<file path="src/rtl/hmdp_pkg.sv">
package hmdp_pkg;
  typedef enum logic [1:0] {
    ST_IDLE = 2'd0,
    ST_MEM  = 2'd1,
    ST_CAP  = 2'd2
  } hmdp_state_e;
endpackage

</file>
<file path="src/rtl/hmdp_sync.sv">
module hmdp_sync #(
  parameter int STAGES = 2,
  parameter int W      = 1
) (
  input  logic         clk,
  input  logic         rst_n,
  input  logic [W-1:0] d,
  output logic [W-1:0] q
);
  logic [W-1:0] chain [STAGES];

  genvar s;
  generate
    for (s = 0; s < STAGES; s++) begin : g_stage
      always_ff @(posedge clk or negedge rst_n) begin
        if (!rst_n) chain[s] <= '0;
        else if (s == 0) chain[s] <= d;
        else chain[s] <= chain[(s == 0) ? 0 : s-1];
      end
    end
  endgenerate

  assign q = chain[STAGES-1];
endmodule

</file>
<file path="src/rtl/hmdp_ctrl.sv">
module hmdp_ctrl
  import hmdp_pkg::*;
#(
  parameter int BUS_W  = 16,
  parameter int ADDR_W = 14,
  parameter int PM_W   = 24,
  parameter int DM_W   = 16,
  parameter int PAGE_W = 4
) (
  input  logic              clk,
  input  logic              rst_n,
  input  logic              boot_host,
  input  logic              sel_s,
  input  logic              lat_s,
  input  logic              rd_s,
  input  logic              wr_s,
  input  logic [BUS_W-1:0]  bus_i,
  output logic [BUS_W-1:0]  rd_word_o,
  output logic              ack_o,
  output logic              run_hold_o,
  output logic              pm_req_o,
  output logic              pm_we_o,
  output logic [ADDR_W-1:0] pm_addr_o,
  output logic [PM_W-1:0]   pm_wdata_o,
  input  logic [PM_W-1:0]   pm_rdata_i,
  output logic              dm_req_o,
  output logic              dm_we_o,
  output logic [ADDR_W-1:0] dm_addr_o,
  output logic [DM_W-1:0]   dm_wdata_o,
  input  logic [DM_W-1:0]   dm_rdata_i,
  output logic [PAGE_W-1:0] pm_page_o,
  output logic [PAGE_W-1:0] dm_page_o
);
  localparam int LO_W    = PM_W - BUS_W;
  localparam int FLAG_B  = BUS_W - 1;
  localparam int DEST_B  = BUS_W - 2;
  localparam int ZERO_LO = 2 * PAGE_W;

  hmdp_state_e       state_q, state_d;
  logic              lat_q, rd_q, wr_q;
  logic [BUS_W-1:0]  lat_word_q;
  logic [BUS_W-1:0]  wdata_q, wdata_d;
  logic              is_wr_q, is_wr_d;
  logic [ADDR_W-1:0] addr_q, addr_d;
  logic              to_dm_q, to_dm_d;
  logic              ph_q, ph_d;
  logic [BUS_W-1:0]  hi_q, hi_d;
  logic [LO_W-1:0]   lo_q, lo_d;
  logic [BUS_W-1:0]  rdw_q, rdw_d;
  logic              booted_q, booted_d;
  logic [PAGE_W-1:0] pmpg_q, pmpg_d, dmpg_q, dmpg_d;
  logic              lat_ev, rd_ev, wr_ev, pm_need;

  assign lat_ev  = sel_s & lat_q & ~lat_s;
  assign rd_ev   = sel_s & rd_s & ~rd_q;
  assign wr_ev   = sel_s & wr_s & ~wr_q;
  assign pm_need = is_wr_q ? ph_q : ~ph_q;

  always_comb begin
    state_d  = state_q;
    wdata_d  = wdata_q;
    is_wr_d  = is_wr_q;
    addr_d   = addr_q;
    to_dm_d  = to_dm_q;
    ph_d     = ph_q;
    hi_d     = hi_q;
    lo_d     = lo_q;
    rdw_d    = rdw_q;
    booted_d = booted_q;
    pmpg_d   = pmpg_q;
    dmpg_d   = dmpg_q;
    case (state_q)
      ST_IDLE: begin
        if (lat_ev) begin
          if (!lat_word_q[FLAG_B]) begin
            addr_d  = lat_word_q[ADDR_W-1:0];
            to_dm_d = lat_word_q[DEST_B];
            ph_d    = 1'b0;
          end else if (lat_word_q[DEST_B:ZERO_LO] == '0) begin
            pmpg_d = lat_word_q[PAGE_W-1:0];
            dmpg_d = lat_word_q[ZERO_LO-1:PAGE_W];
          end
        end else if (wr_ev || rd_ev) begin
          is_wr_d = wr_ev;
          wdata_d = bus_i;
          state_d = ST_MEM;
        end
      end
      ST_MEM: state_d = ST_CAP;
      default: begin
        state_d = ST_IDLE;
        if (to_dm_q) begin
          if (!is_wr_q) rdw_d = dm_rdata_i;
          addr_d = addr_q + 1'b1;
        end else if (is_wr_q) begin
          if (!ph_q) begin
            hi_d = wdata_q;
            ph_d = 1'b1;
          end else begin
            ph_d   = 1'b0;
            addr_d = addr_q + 1'b1;
            if (addr_q == '0) booted_d = 1'b1;
          end
        end else begin
          if (!ph_q) begin
            rdw_d = pm_rdata_i[PM_W-1:LO_W];
            lo_d  = pm_rdata_i[LO_W-1:0];
            ph_d  = 1'b1;
          end else begin
            rdw_d  = {{(BUS_W-LO_W){1'b0}}, lo_q};
            ph_d   = 1'b0;
            addr_d = addr_q + 1'b1;
          end
        end
      end
    endcase
  end

  always_ff @(posedge clk or negedge rst_n) begin
    if (!rst_n) begin
      state_q    <= ST_IDLE;
      lat_q      <= 1'b0;
      rd_q       <= 1'b0;
      wr_q       <= 1'b0;
      lat_word_q <= '0;
      wdata_q    <= '0;
      is_wr_q    <= 1'b0;
      addr_q     <= '0;
      to_dm_q    <= 1'b0;
      ph_q       <= 1'b0;
      hi_q       <= '0;
      lo_q       <= '0;
      rdw_q      <= '0;
      booted_q   <= 1'b0;
      pmpg_q     <= '0;
      dmpg_q     <= '0;
    end else begin
      state_q <= state_d;
      lat_q   <= lat_s;
      rd_q    <= rd_s;
      wr_q    <= wr_s;
      if (sel_s && lat_s) lat_word_q <= bus_i;
      wdata_q  <= wdata_d;
      is_wr_q  <= is_wr_d;
      addr_q   <= addr_d;
      to_dm_q  <= to_dm_d;
      ph_q     <= ph_d;
      hi_q     <= hi_d;
      lo_q     <= lo_d;
      rdw_q    <= rdw_d;
      booted_q <= booted_d;
      pmpg_q   <= pmpg_d;
      dmpg_q   <= dmpg_d;
    end
  end

  assign ack_o      = (state_q == ST_IDLE);
  assign run_hold_o = boot_host & ~booted_q;
  assign rd_word_o  = rdw_q;
  assign pm_req_o   = (state_q == ST_MEM) & ~to_dm_q & pm_need;
  assign pm_we_o    = is_wr_q;
  assign pm_addr_o  = addr_q;
  assign pm_wdata_o = {hi_q, wdata_q[LO_W-1:0]};
  assign dm_req_o   = (state_q == ST_MEM) & to_dm_q;
  assign dm_we_o    = is_wr_q;
  assign dm_addr_o  = addr_q;
  assign dm_wdata_o = wdata_q[DM_W-1:0];
  assign pm_page_o  = pmpg_q;
  assign dm_page_o  = dmpg_q;


  one_target_chk: assert property (@(posedge clk) disable iff (!rst_n)
    !(pm_req_o && dm_req_o));

  req_ack_low_chk: assert property (@(posedge clk) disable iff (!rst_n)
    (pm_req_o || dm_req_o) |-> !ack_o);

  boot_release_chk: assert property (@(posedge clk) disable iff (!rst_n)
    $fell(run_hold_o) |-> $past(pm_req_o && pm_we_o && (pm_addr_o == '0), 2));

  page_hold_chk: assert property (@(posedge clk) disable iff (!rst_n)
    !ack_o |=> ($stable(pm_page_o) && $stable(dm_page_o)));
endmodule

</file>
<file path="src/rtl/hmdp_port.sv">
module hmdp_port #(
  parameter int BUS_W  = 16,
  parameter int ADDR_W = 14,
  parameter int PM_W   = 24,
  parameter int DM_W   = 16,
  parameter int PAGE_W = 4,
  parameter int SYNC_N = 2
) (
  input  logic              clk,
  input  logic              rst_n,
  input  logic              boot_host,
  input  logic              h_sel,
  input  logic              h_latch,
  input  logic              h_rd,
  input  logic              h_wr,
  input  logic [BUS_W-1:0]  h_bus_i,
  output logic [BUS_W-1:0]  h_bus_o,
  output logic              h_bus_oe,
  output logic              h_ack,
  output logic              run_hold,
  output logic              pm_req,
  output logic              pm_we,
  output logic [ADDR_W-1:0] pm_addr,
  output logic [PM_W-1:0]   pm_wdata,
  input  logic [PM_W-1:0]   pm_rdata,
  output logic              dm_req,
  output logic              dm_we,
  output logic [ADDR_W-1:0] dm_addr,
  output logic [DM_W-1:0]   dm_wdata,
  input  logic [DM_W-1:0]   dm_rdata,
  output logic [PAGE_W-1:0] pm_page,
  output logic [PAGE_W-1:0] dm_page
);
  localparam int NSTB = 4;

  logic [1:0]      rst_pipe;
  logic            rst_core_n;
  logic [NSTB-1:0] stb_raw, stb_s;

  always_ff @(posedge clk or negedge rst_n) begin
    if (!rst_n) rst_pipe <= '0;
    else rst_pipe <= {rst_pipe[0], 1'b1};
  end
  assign rst_core_n = rst_pipe[1];

  assign stb_raw = {h_wr, h_rd, h_latch, h_sel};

  hmdp_sync #(.STAGES(SYNC_N), .W(NSTB)) u_sync (
    .clk   (clk),
    .rst_n (rst_core_n),
    .d     (stb_raw),
    .q     (stb_s)
  );

  hmdp_ctrl #(
    .BUS_W(BUS_W), .ADDR_W(ADDR_W), .PM_W(PM_W), .DM_W(DM_W), .PAGE_W(PAGE_W)
  ) u_ctrl (
    .clk        (clk),
    .rst_n      (rst_core_n),
    .boot_host  (boot_host),
    .sel_s      (stb_s[0]),
    .lat_s      (stb_s[1]),
    .rd_s       (stb_s[2]),
    .wr_s       (stb_s[3]),
    .bus_i      (h_bus_i),
    .rd_word_o  (h_bus_o),
    .ack_o      (h_ack),
    .run_hold_o (run_hold),
    .pm_req_o   (pm_req),
    .pm_we_o    (pm_we),
    .pm_addr_o  (pm_addr),
    .pm_wdata_o (pm_wdata),
    .pm_rdata_i (pm_rdata),
    .dm_req_o   (dm_req),
    .dm_we_o    (dm_we),
    .dm_addr_o  (dm_addr),
    .dm_wdata_o (dm_wdata),
    .dm_rdata_i (dm_rdata),
    .pm_page_o  (pm_page),
    .dm_page_o  (dm_page)
  );

  assign h_bus_oe = h_sel & h_rd;
endmodule

</file>
<file path="config.mk">
export PLATFORM = sky130hd
export DESIGN_NAME = hmdp_port
export DESIGN_NICKNAME = d
export VERILOG_FILES = /design/src/rtl/hmdp_pkg.sv /design/src/rtl/hmdp_sync.sv /design/src/rtl/hmdp_ctrl.sv /design/src/rtl/hmdp_port.sv
export SDC_FILE = /design/constraint.sdc
export NUM_CORES = 1
export LEC_CHECK = 0
export BUFFER_PORTS_ARGS = -buffer_cell sky130_fd_sc_hd__buf_2
export CORE_MARGIN = 3
export CORE_UTILIZATION = 53
export CTS_BUF_LIST = sky130_fd_sc_hd__clkbuf_16
export DETAILED_ROUTE_END_ITERATION = 6
export PLACE_DENSITY = 0.91
export SLEW_MARGIN = 20
export SYNTH_ARGS = -nofsm -noshare
export SYNTH_HDL_FRONTEND = slang
export SYNTH_HIERARCHICAL = 1
export SYNTH_SLANG_ARGS = --single-unit
export TNS_END_PERCENT = 1
</file>
<file path="constraint.sdc">
create_clock -name clk -period 5.8 [get_ports clk]
set_clock_uncertainty 0.1 [all_clocks]
set_input_delay 0.58 -clock clk [delete_from_list [all_inputs] [get_ports clk]]
set_output_delay 0.58 -clock clk [all_outputs]
set_load 0.05 [all_outputs]
</file>
[After elaboration in Yosys (flattened, before gate mapping)]
Cells that the tools add are included.
Operators by class
  equal/unequal tests: 6
  mux-type cells: 18
  reductions and logical operators: 17
  add/sub/neg operators: 1
  bitwise gates (word level): 22
Operators with widths (number)
  $mux 16: 4
  $mux 14: 4
  $pmux 14 s2: 1
  $reduce_and 4->1: 5
  $add 14x1->14 const B: 1
  $logic_not 14->1: 1
  $and 1x1->1: 11
  $not 1->1: 11
  $logic_not 7->1: 1
  $ne 2x2->1 const B: 3
  $reduce_and 3->1: 2
  $mux 1: 5
  $reduce_and 5->1: 1
  $mux 2: 2
  $ne 2x1->1 const B: 2
  $pmux 2 s2: 1
  $reduce_and 2->1: 2
  $reduce_bool 3->1: 1
  $eq 2x1->1 const B: 1
  $logic_not 2->1: 1
  $pmux 1 s2: 1
  $reduce_or 2->1: 1
  $logic_and 1x1->1: 1
  $logic_or 1x1->1: 1
Storage, ports and cells
  output and inout port bits: 99
  logic and storage cells: 83
  register bits: 113
  bits of input ports: 63

[Depth between registers and ports, before layout]
Gate-level depths: netlist of run 1.
  depth in word-level cells: 6
  mapped depth: 7
  depth with buffers taken out: 6

[Cells and area by module]
Netlist of run 1, hierarchy kept.
By module, submodules not included
  hmdp_ctrl: sequential area each 2577.5 um^2, area an instance 4847.1 um^2, cells each 388, instances 1
  hmdp_sync: sequential area each 200.2 um^2, area an instance 230.2 um^2, cells each 12, instances 1
  hmdp_port: sequential area each 50.0 um^2, area an instance 60.1 um^2, cells each 4, instances 1

[Worst setup path after synthesis of run 1]
OpenSTA, ideal clock, no wires.
  path kind: register to output
  from: register u_ctrl.is_wr_q, in the netlist u_ctrl/dm_we_o
  to: output pm_req
  path buffers: 0
  required time: 5.120 ns
  arrival: 1.637 ns
  stages on the path, launching flop included: 4
  slack: 3.483 ns
  cell sequence: dfrtp_1 -> xnor2_1 -> nand2_1 -> nor2_1
On the way
  cells in the longest elaborated chain, start to end: 2
RTL lines
  start, declared: line hmdp_ctrl.sv:43  | logic is_wr_q, is_wr_d;
  start signal, assigned: line hmdp_ctrl.sv:144  | is_wr_q <= is_wr_d;
  $mux 1: line hmdp_ctrl.sv:57  | assign pm_need = is_wr_q ? ph_q : ~ph_q;
  $and 1x1->1: line hmdp_ctrl.sv:160  | assign pm_req_o = (state_q == ST_MEM) & ~to_dm_q & pm_need;
  end, declared: line hmdp_port.sv:21  | output logic pm_req,
No other way between the ends.

[Worst setup path in the final report of run 1]
  from: register u_ctrl.state_q[1]
  to: output h_ack
On the way
  cells in the longest elaborated chain, start to end: 1
RTL lines
  start, declared: line hmdp_ctrl.sv:39  | hmdp_state_e state_q, state_d;
  start signal, assigned: line hmdp_ctrl.sv:138  | state_q <= state_d;
  $logic_not 2->1: line hmdp_ctrl.sv:157  | assign ack_o = (state_q == ST_IDLE);
  end, declared: line hmdp_port.sv:19  | output logic h_ack,
No other way between the ends.

==> results of run 1 <==
-- final timing paths --
check                                  startpoint                    end  depth (start not counted)
worst max register to register     u_ctrl/to_dm_q         u_ctrl/hi_q[6]                          3
worst min-delay path                      h_latch        u_sync/chain[5]                          1
worst min register to register        rst_pipe[1]    u_ctrl/rd_word_o[6]                          0
worst max-delay path            u_ctrl/state_q[1]                  h_ack                          3
max in group asynchronous             rst_pipe[1]  u_ctrl/lat_word_q[14]                          1
min in group asynchronous             rst_pipe[1]    u_ctrl/rd_word_o[6]                          0
-- cell usage in the layout (no fill, tap or decap), types with 5 or more instances in the layout --
master     instances
a21oi_1           16
a221o_1           12
buf_2            161
clkbuf_16         17
dfrtp_1          112
inv_6              6
mux2_2            57
mux2_4             8
mux2i_1            6
nand2_1           25
nand3_1            5
nor2_1            26
nor2b_1            5
o21ai_0           12
-- power by group through the flow --
stage,Combinational [uW],Sequential (uW),Clock (uW)
global placement,1610,1270,0
CTS,1650,1280,1020
detailed placement,1640,1290,0
floorplan,769,1860,0
finish,1650,1290,1010
global route,1720,1330,1060
-- state kept, by name, indices dropped and copies added, names as in the netlist, 4 cells and up --
register           count
u_ctrl/dm_addr_o      14
u_ctrl/dm_page_o       4
u_ctrl/dm_wdata_o     16
u_ctrl/hi_q           16
u_ctrl/lat_word_q     16
u_ctrl/lo_q            8
u_ctrl/pm_page_o       4
u_ctrl/rd_word_o      16
u_sync/chain           4
u_sync/q               4
-- routing by layer --
layer	up-vias	global-route usage (%)	routed length (microns)
li1	1713	-	-
met1	1872	29.1	4950
met2	199	38.0	6130
met3	42	4.22	717
met4	0	11.1	425
met5	-	0	0
-- metrics by stage --
step | hold slack (ps) | std cells | util, %
6_report | 194 | 683 | 68.3
2_1_floorplan | 184 | 404 | -
3_3_place_gp | 222 | 650 | 62.0
4_1_cts | 182 | 683 | 68.3
3_5_place_dp | 227 | 650 | 62.0
5_1_grt | 181 | 683 | 68.3
-- final cells by class --
| cell class | instances | area, sq um | area share [%] |
|---|---|---|---|
| Clock buffer | 17 | 425 | 6.67 |
| Clock inverter | 15 | 155 | 2.43 |
| Inverter | 4 | 20.0 | 0.314 |
| Multi-Input combinational cell | 242 | 1960 | 30.7 |
| Sequential cell | 113 | 2830 | 44.4 |
| Tap cell | 129 | 161 | 2.53 |
| Timing Repair Buffer | 163 | 823 | 12.9 |
-- repair_timing --
item	in CTS	in global routing
endpoints found under the setup margin	0	0
hold buffers	1	0
hold endpoints to repair	2	0
-- synth_stat cells, drive strengths merged, types with 2 or more instances --
| master | n |
|---|---|
| nand4 | 3 |
| nor4b | 4 |
| nand2b | 2 |
| nand2 | 25 |
| and4 | 2 |
| a31oi | 4 |
| buf | 39 |
| a21oi | 16 |
| and3 | 4 |
| or2 | 2 |
| mux2i | 6 |
| o211ai | 2 |
| a211oi | 2 |
| clkbuf | 6 |
| nor3b | 3 |
| nor2b | 5 |
| nor2 | 27 |
| o22ai | 4 |
| a2bb2oi | 3 |
| mux2 | 65 |
| nor3 | 4 |
| and2 | 4 |
| inv | 4 |
| o21ai | 13 |
| a221o | 12 |
| dfrtp | 113 |
| nand3b | 3 |
| o22a | 3 |
| nand3 | 5 |
| nor4 | 2 |
| a22oi | 4 |
| ha | 2 |
-- cells by family (layout without fill, tap and decap cells) --
logic type,Yosys count,after routing,share of synthesized area (%)
mux,71,71,16.0
xor+xnor,1,1,0.171
buf+inv,49,199,6.84
compound gates,68,68,10.1
flops,113,113,55.0
fa+ha+maj,2,2,0.487
simple gates,99,99,11.3
other cells,1,1,0.0730
==> impl_results.md, run 1 <==
- Status: finished, final reports clean
- CTS Buf Count: 17
- Leakage: 0.00309 uW
- Core ar.: 9330 sq um
- Logic pwr share: 41.9%
- NetSw: 1840 uW
- Clk buf depth: 2
- Synth Register Bits: 113
- Initial antenna violation count: 0
- Layout cells sized above 1: 49.5%
- Mapped Cells: 404
- Hold crit path type: in -> reg
- CTS root buf: clkbuf_16
- Sink Count: 113
- Die ar.: 10900 sq um
- # IOs: 162
- ANT nets after route: 0
- Post-route design area: 6370 sq um
- Number of synthesized flops with an enable pin: 0
- Vias per cell: 5.60
- Slew headroom: 37.5%
- DR WL/cell: 17.9 microns
- Synth unique cells: 60
- CP top delay family: buffers and inverters
- Crit path cell chain: or2_4 > inv_6 > buf_2
- Peak VDD IR: 0.350 mV
- RePlAce Congestion: 0.838
- Switching part of the total: 46.7%
- Max-cap violations: 0
- Buf/Inv on CP: 2
- Postcts setup bufs: 0
- Synth top area share: 55.0%
- Internal: 2100 uW
- Sequential cell area fraction in the yosys report: 55.0%
- Mapped cell area: 5140 sq um
- Area growth, synth to finish: 24.1%
- Ant. Diodes: 0
- Drt first pass iters: 5
- NumNets Final: 606
- Main flop type after synthesis: dfrtp_1
- Number of global-route vias before repair: 3892
- Routed via count: 3826
- CP max FO: 29
- Mapped Avg Cell Area: 12.7 sq um
- Crit-path slowest cell: dfrtp_1
- Total Wirelength: 12200 microns
- Overall Power: 3940 uW
- Setup WS post-layout: 3340 ps
- Fmax: 0.406 GHz
- Endpoints failing hold: 0
- Post_cts resized: 0
- Sequential power share: 32.6%
- I/O Buffers: 161
- Pre-CTS setup slack: 3390 ps
- DRC Markers: 0
- Initial Util: 55.1%
- Worst Setup Start Kind: flop
- Clock share of power: 25.5%
- Placement-stage cell area: 5780 sq um
- Fill cells: 613
- Fin crit share: 42.5%
- Flop2flop setup slack: 3390 ps
- DRT iter0 DRCs: 355
- Worst-margin pin slew: 937 ps
- Row count: 35
- Crit path DAT: 1780 ps
- Tot GR Track Use: 22.9%
- Yosys warnings: 6
- Overflow after GRT: 0
- DPL Wire Length: 8410 microns
- Worst skew pair latency: 400 ps
- Die Y-Extent: 104 microns
- Final setup vio count: 0
- Clk slew on worst S/H paths: 60 ps
- Slew Viols, Final: 0
- First-pass GRT wire length: 20000 microns
- Unrepaired setup endpoints after global routing: false
- Crit-path max cell delay: 470 ps
- Pwr Density: 619 nW/um^2
- Syn Nets: 469
- Min Tclk post-route: 2460 ps
- Req. time, crit path: 5120 ps
- Total Neg Setup Slack: 0 ps
- Top cells by area, synth: dfrtp_1 55%, mux2_2 12%, buf_4 4.1%, a221o_1 2.3%, mux2_4 2.3%
- Htree depth: 4
- CP Class: reg -> out
- CP Capture Type: primary output
- Largest net degree at the start of global routing: 71
- Die X: 104 microns
- CTS tree: done
- Cell taking the most area after synthesis: dfrtp_1
- Post-synth ARST share: 100%
Power figures use the tool's default switching activity.
==> run 2, diff against run 1 <==
--- a/config.mk
+++ b/config.mk
@@ -5,12 +5,13 @@
 export SDC_FILE = /design/constraint.sdc
 export NUM_CORES = 1
 export LEC_CHECK = 0
+export ABC_AREA = 1
 export BUFFER_PORTS_ARGS = -buffer_cell sky130_fd_sc_hd__buf_2
 export CORE_MARGIN = 3
-export CORE_UTILIZATION = 53
+export CORE_UTILIZATION = 51
 export CTS_BUF_LIST = sky130_fd_sc_hd__clkbuf_16
 export DETAILED_ROUTE_END_ITERATION = 6
-export PLACE_DENSITY = 0.91
+export PLACE_DENSITY = 0.88
 export SLEW_MARGIN = 20
 export SYNTH_ARGS = -nofsm -noshare
 export SYNTH_HDL_FRONTEND = slang
==> constraint.sdc (replaced) <==
create_clock -name clk -period 2.3 [get_ports clk]
set_clock_uncertainty 0.1 [all_clocks]
set_input_delay 0.23 -clock clk [delete_from_list [all_inputs] [get_ports clk]]
set_output_delay 0.23 -clock clk [all_outputs]
set_load 0.05 [all_outputs]
==> run 2 against run 1 <==
  * Die area up 3.7%
  * Wire length up 18%
  * Largest cell class unchanged
  * Clock power rose to 2.8 times the previous value
  * Sequential power up 140%
  * Core utilization up 3.2 points
  * Sequential share of layout area down 2.8 points
==> impl_results.md, run 2 <==
- Largest net degree at the start of global routing: 42 (-41%)
- Total Wirelength: 14400 microns (+18%)
- Core ar.: 9500 sq um (+1.9%)
- Mapped Cells: 550 (+36%)
- Clk buf depth: 2 (unchanged)
- Hold crit path type: in -> reg
- Die X: 106 microns (+1.8%)
- Die Y-Extent: 106 microns (+1.8%)
- I/O Buffers: 161 (unchanged)
- DRC Markers: 0 (unchanged)
- Pwr Density: 1500 nW/um^2 (+140%)
- Yosys warnings: 6 (unchanged)
- Commonest non-fill, non-tap cell in the layout: buf_2
- Syn Nets: 615 (+31%)
- Most frequent cells in the layout: 161 x buf_2, 123 x nand2_1, 112 x dfrtp_1
- Number of synthesized flops with an enable pin: 0 (unchanged)
- Leakage: 0.00347 uW (+13%)
- Mapped Avg Cell Area: 9.34 sq um (-27%)
- Sequential cell area fraction in the yosys report: 55.1% (about the same)
- Final setup vio count: 0 (unchanged)
- CP Class: reg -> out
- Main combinational cell family by area after synthesis: simple AND/OR/NAND/NOR gates
- Area growth, synth to finish: 32.4%
- Synth Area in Compound Gates: 8.87% (-1.2 points)
- Die ar.: 11300 sq um (+3.7%)
- Tot GR Track Use: 26.2% (+3.2 points)
- Fin crit share: 94.0%
- Fmax: 0.462 GHz
- Synth Register Bits: 113 (unchanged)
- # IOs: 162 (unchanged)
- DRT iter0 DRCs: 455 (+28%)
- Layout cells sized above 1: 31.9% (-18 points)
- Worst Setup Start Kind: flop
- CTS tree: done
- Slew Viols, Final: 0 (unchanged)
- Post-synth ARST share: 100% (unchanged)
- Postcts setup bufs: 0 (unchanged)
- Endpoints failing hold: 0 (unchanged)
- Req. time, crit path: 1970 ps (-3150 ps)
- Worst skew pair latency: 400 ps (about the same)
- Number of global-route vias before repair: 4616 (+19%)
- CTS root buf: clkbuf_16
- Synth Area in Simple Gates: 19.5% (+8.3 points)
- Drt first pass iters: 5 (unchanged)
- Top-count cell post-synth: nand2_1
- XOR/XNOR Fraction of Synth Area: 0.341% (+0.17 points)
- Synth unique cells: 37 (-38%)
- Post-synth top cells: 123 x nand2_1, 113 x dfrtp_1, 52 x inv_1, 49 x o21ai_0, 47 x nand3_1
- Clk slew on worst S/H paths: 50 ps (about the same)
- Status: finished, final reports clean
- Cell taking the most area after synthesis: dfrtp_1
- Min Tclk post-route: 2160 ps
- Overall Power: 10200 uW (+160%)
- Initial antenna violation count: 1 (+1)
- RePlAce Congestion: 0.855 (+2.0%)
- Max-cap violations: 0 (unchanged)
- Worst-margin pin slew: 865 ps (-71.9 ps)
- Area share of fa/ha/maj cells after synthesis: 0.487% (about the same)
- Peak VDD IR: 0.801 mV (+130%)
- Top cells by area, synth: dfrtp_1 55%, nand2_1 9.0%, o21ai_0 4.8%, nand3_1 4.6%, buf_4 4.1%
- DR WL/cell: 16.7 microns (-6.5%)
- DPL Wire Length: 9270 microns (+10%)
- CP Capture Type: primary output
- Routed via count: 4643 (+21%)
- Overflow after GRT: 0 (unchanged)
- CP max FO: 7 (-76%)
- Crit path DAT: 1830 ps (+50 ps)
- Post_cts resized: 0 (unchanged)
- Final core occ: 71.6% (+3.2 points)
- Htree depth: 4 (unchanged)
- Number of hold buffers added after cts: 31 (+30)
- NumNets Final: 786 (+30%)
- Slew headroom: 42.2% (+4.7 points)
- Initial Util: 54.0% (-1.0 points)
- Mux cell area share after synthesis: 5.77% (-10 points)
- Main flop type after synthesis: dfrtp_1
- Row count: 35 (unchanged)
- CTS Buf Count: 17 (unchanged)
- Mapped cell area: 5140 sq um (about the same)
- Sink Count: 113 (unchanged)
- First-pass GRT wire length: 23100 microns (+15%)
- Vias per cell: 5.38 (-4.0%)
- Unrepaired setup endpoints after global routing: false
- Synth top area share: 55.1% (about the same)
- ANT nets after route: 0 (unchanged)
run 2: layer usage:
layer	routed length, microns	share of wire (%)	global-route usage, %
met4	535	3.7	12.7
met3	969	6.7	5.46
met2	7320	51	43.6
met5	0	0	0
met1	5620	39	32.5
run 2: metrics by stage:
stage	instance area [sq um]	setup TNS (ps)	setup WS [ps]	hold WS, ps	cells
after floorplan	5140	-170	-170	-166	550
after global placement	5860	0	634	-84.0	800
after detailed placement	5860	0	523	-80.8	800
after CTS	6800	0	230	1.41	862
after global routing	6800	0	78.4	14.8	863
final	6800	0	137	1.42	863
run 2: logic make-up (layout without fill, tap and decap cells):
group,after synthesis,after routing
AO/OA/AOI/OAI,82,82
XOR/XNOR,2,2
adder cells (fa/ha/maj),2,2
buffers and inverters,100,283
flip-flops,113,113
multiplexers,23,23
other,1,2
AND/OR/NAND/NOR,227,227
run 2: final timing paths:
check                           cells after the start  slack, ps               from                    to
worst min-delay path                                3          1       pm_rdata[16]   u_ctrl/rd_word_o[8]
min in group asynchronous                           2         40              rst_n           rst_pipe[0]
max in group asynchronous                           1       1170        rst_pipe[1]       u_sync/chain[4]
worst max register to register                      5        290     u_ctrl/dm_we_o  u_ctrl/rd_word_o[15]
worst min register to register                      0        230        rst_pipe[1]           u_ctrl/wr_q
worst max-delay path                                4        140  u_ctrl/state_q[1]                pm_req
run 2: cell type report:
type	count	area, sq um
Timing Repair Buffer	199	1180
Tap cell	129	161
Multi-Input combinational cell	337	1800
Fill cell	657	2700
Antenna cell	1	2.50
Inverter	53	199
Clock inverter	14	198
Sequential cell	113	2830
Clock buffer	17	425
run 2: power by group:
group	total [uW]	switching [uW]	internal, uW
sequential	3110	558	2560
clock	2790	897	1890
combinational	4320	3230	1090
total	10200	4690	5540
run 2: critical path, stage by stage (launching register included):
cell and delay [ps]:
dfrtp_1 440, inv_2 190, nand2_1 130, a211oi_1 340, buf_2 330
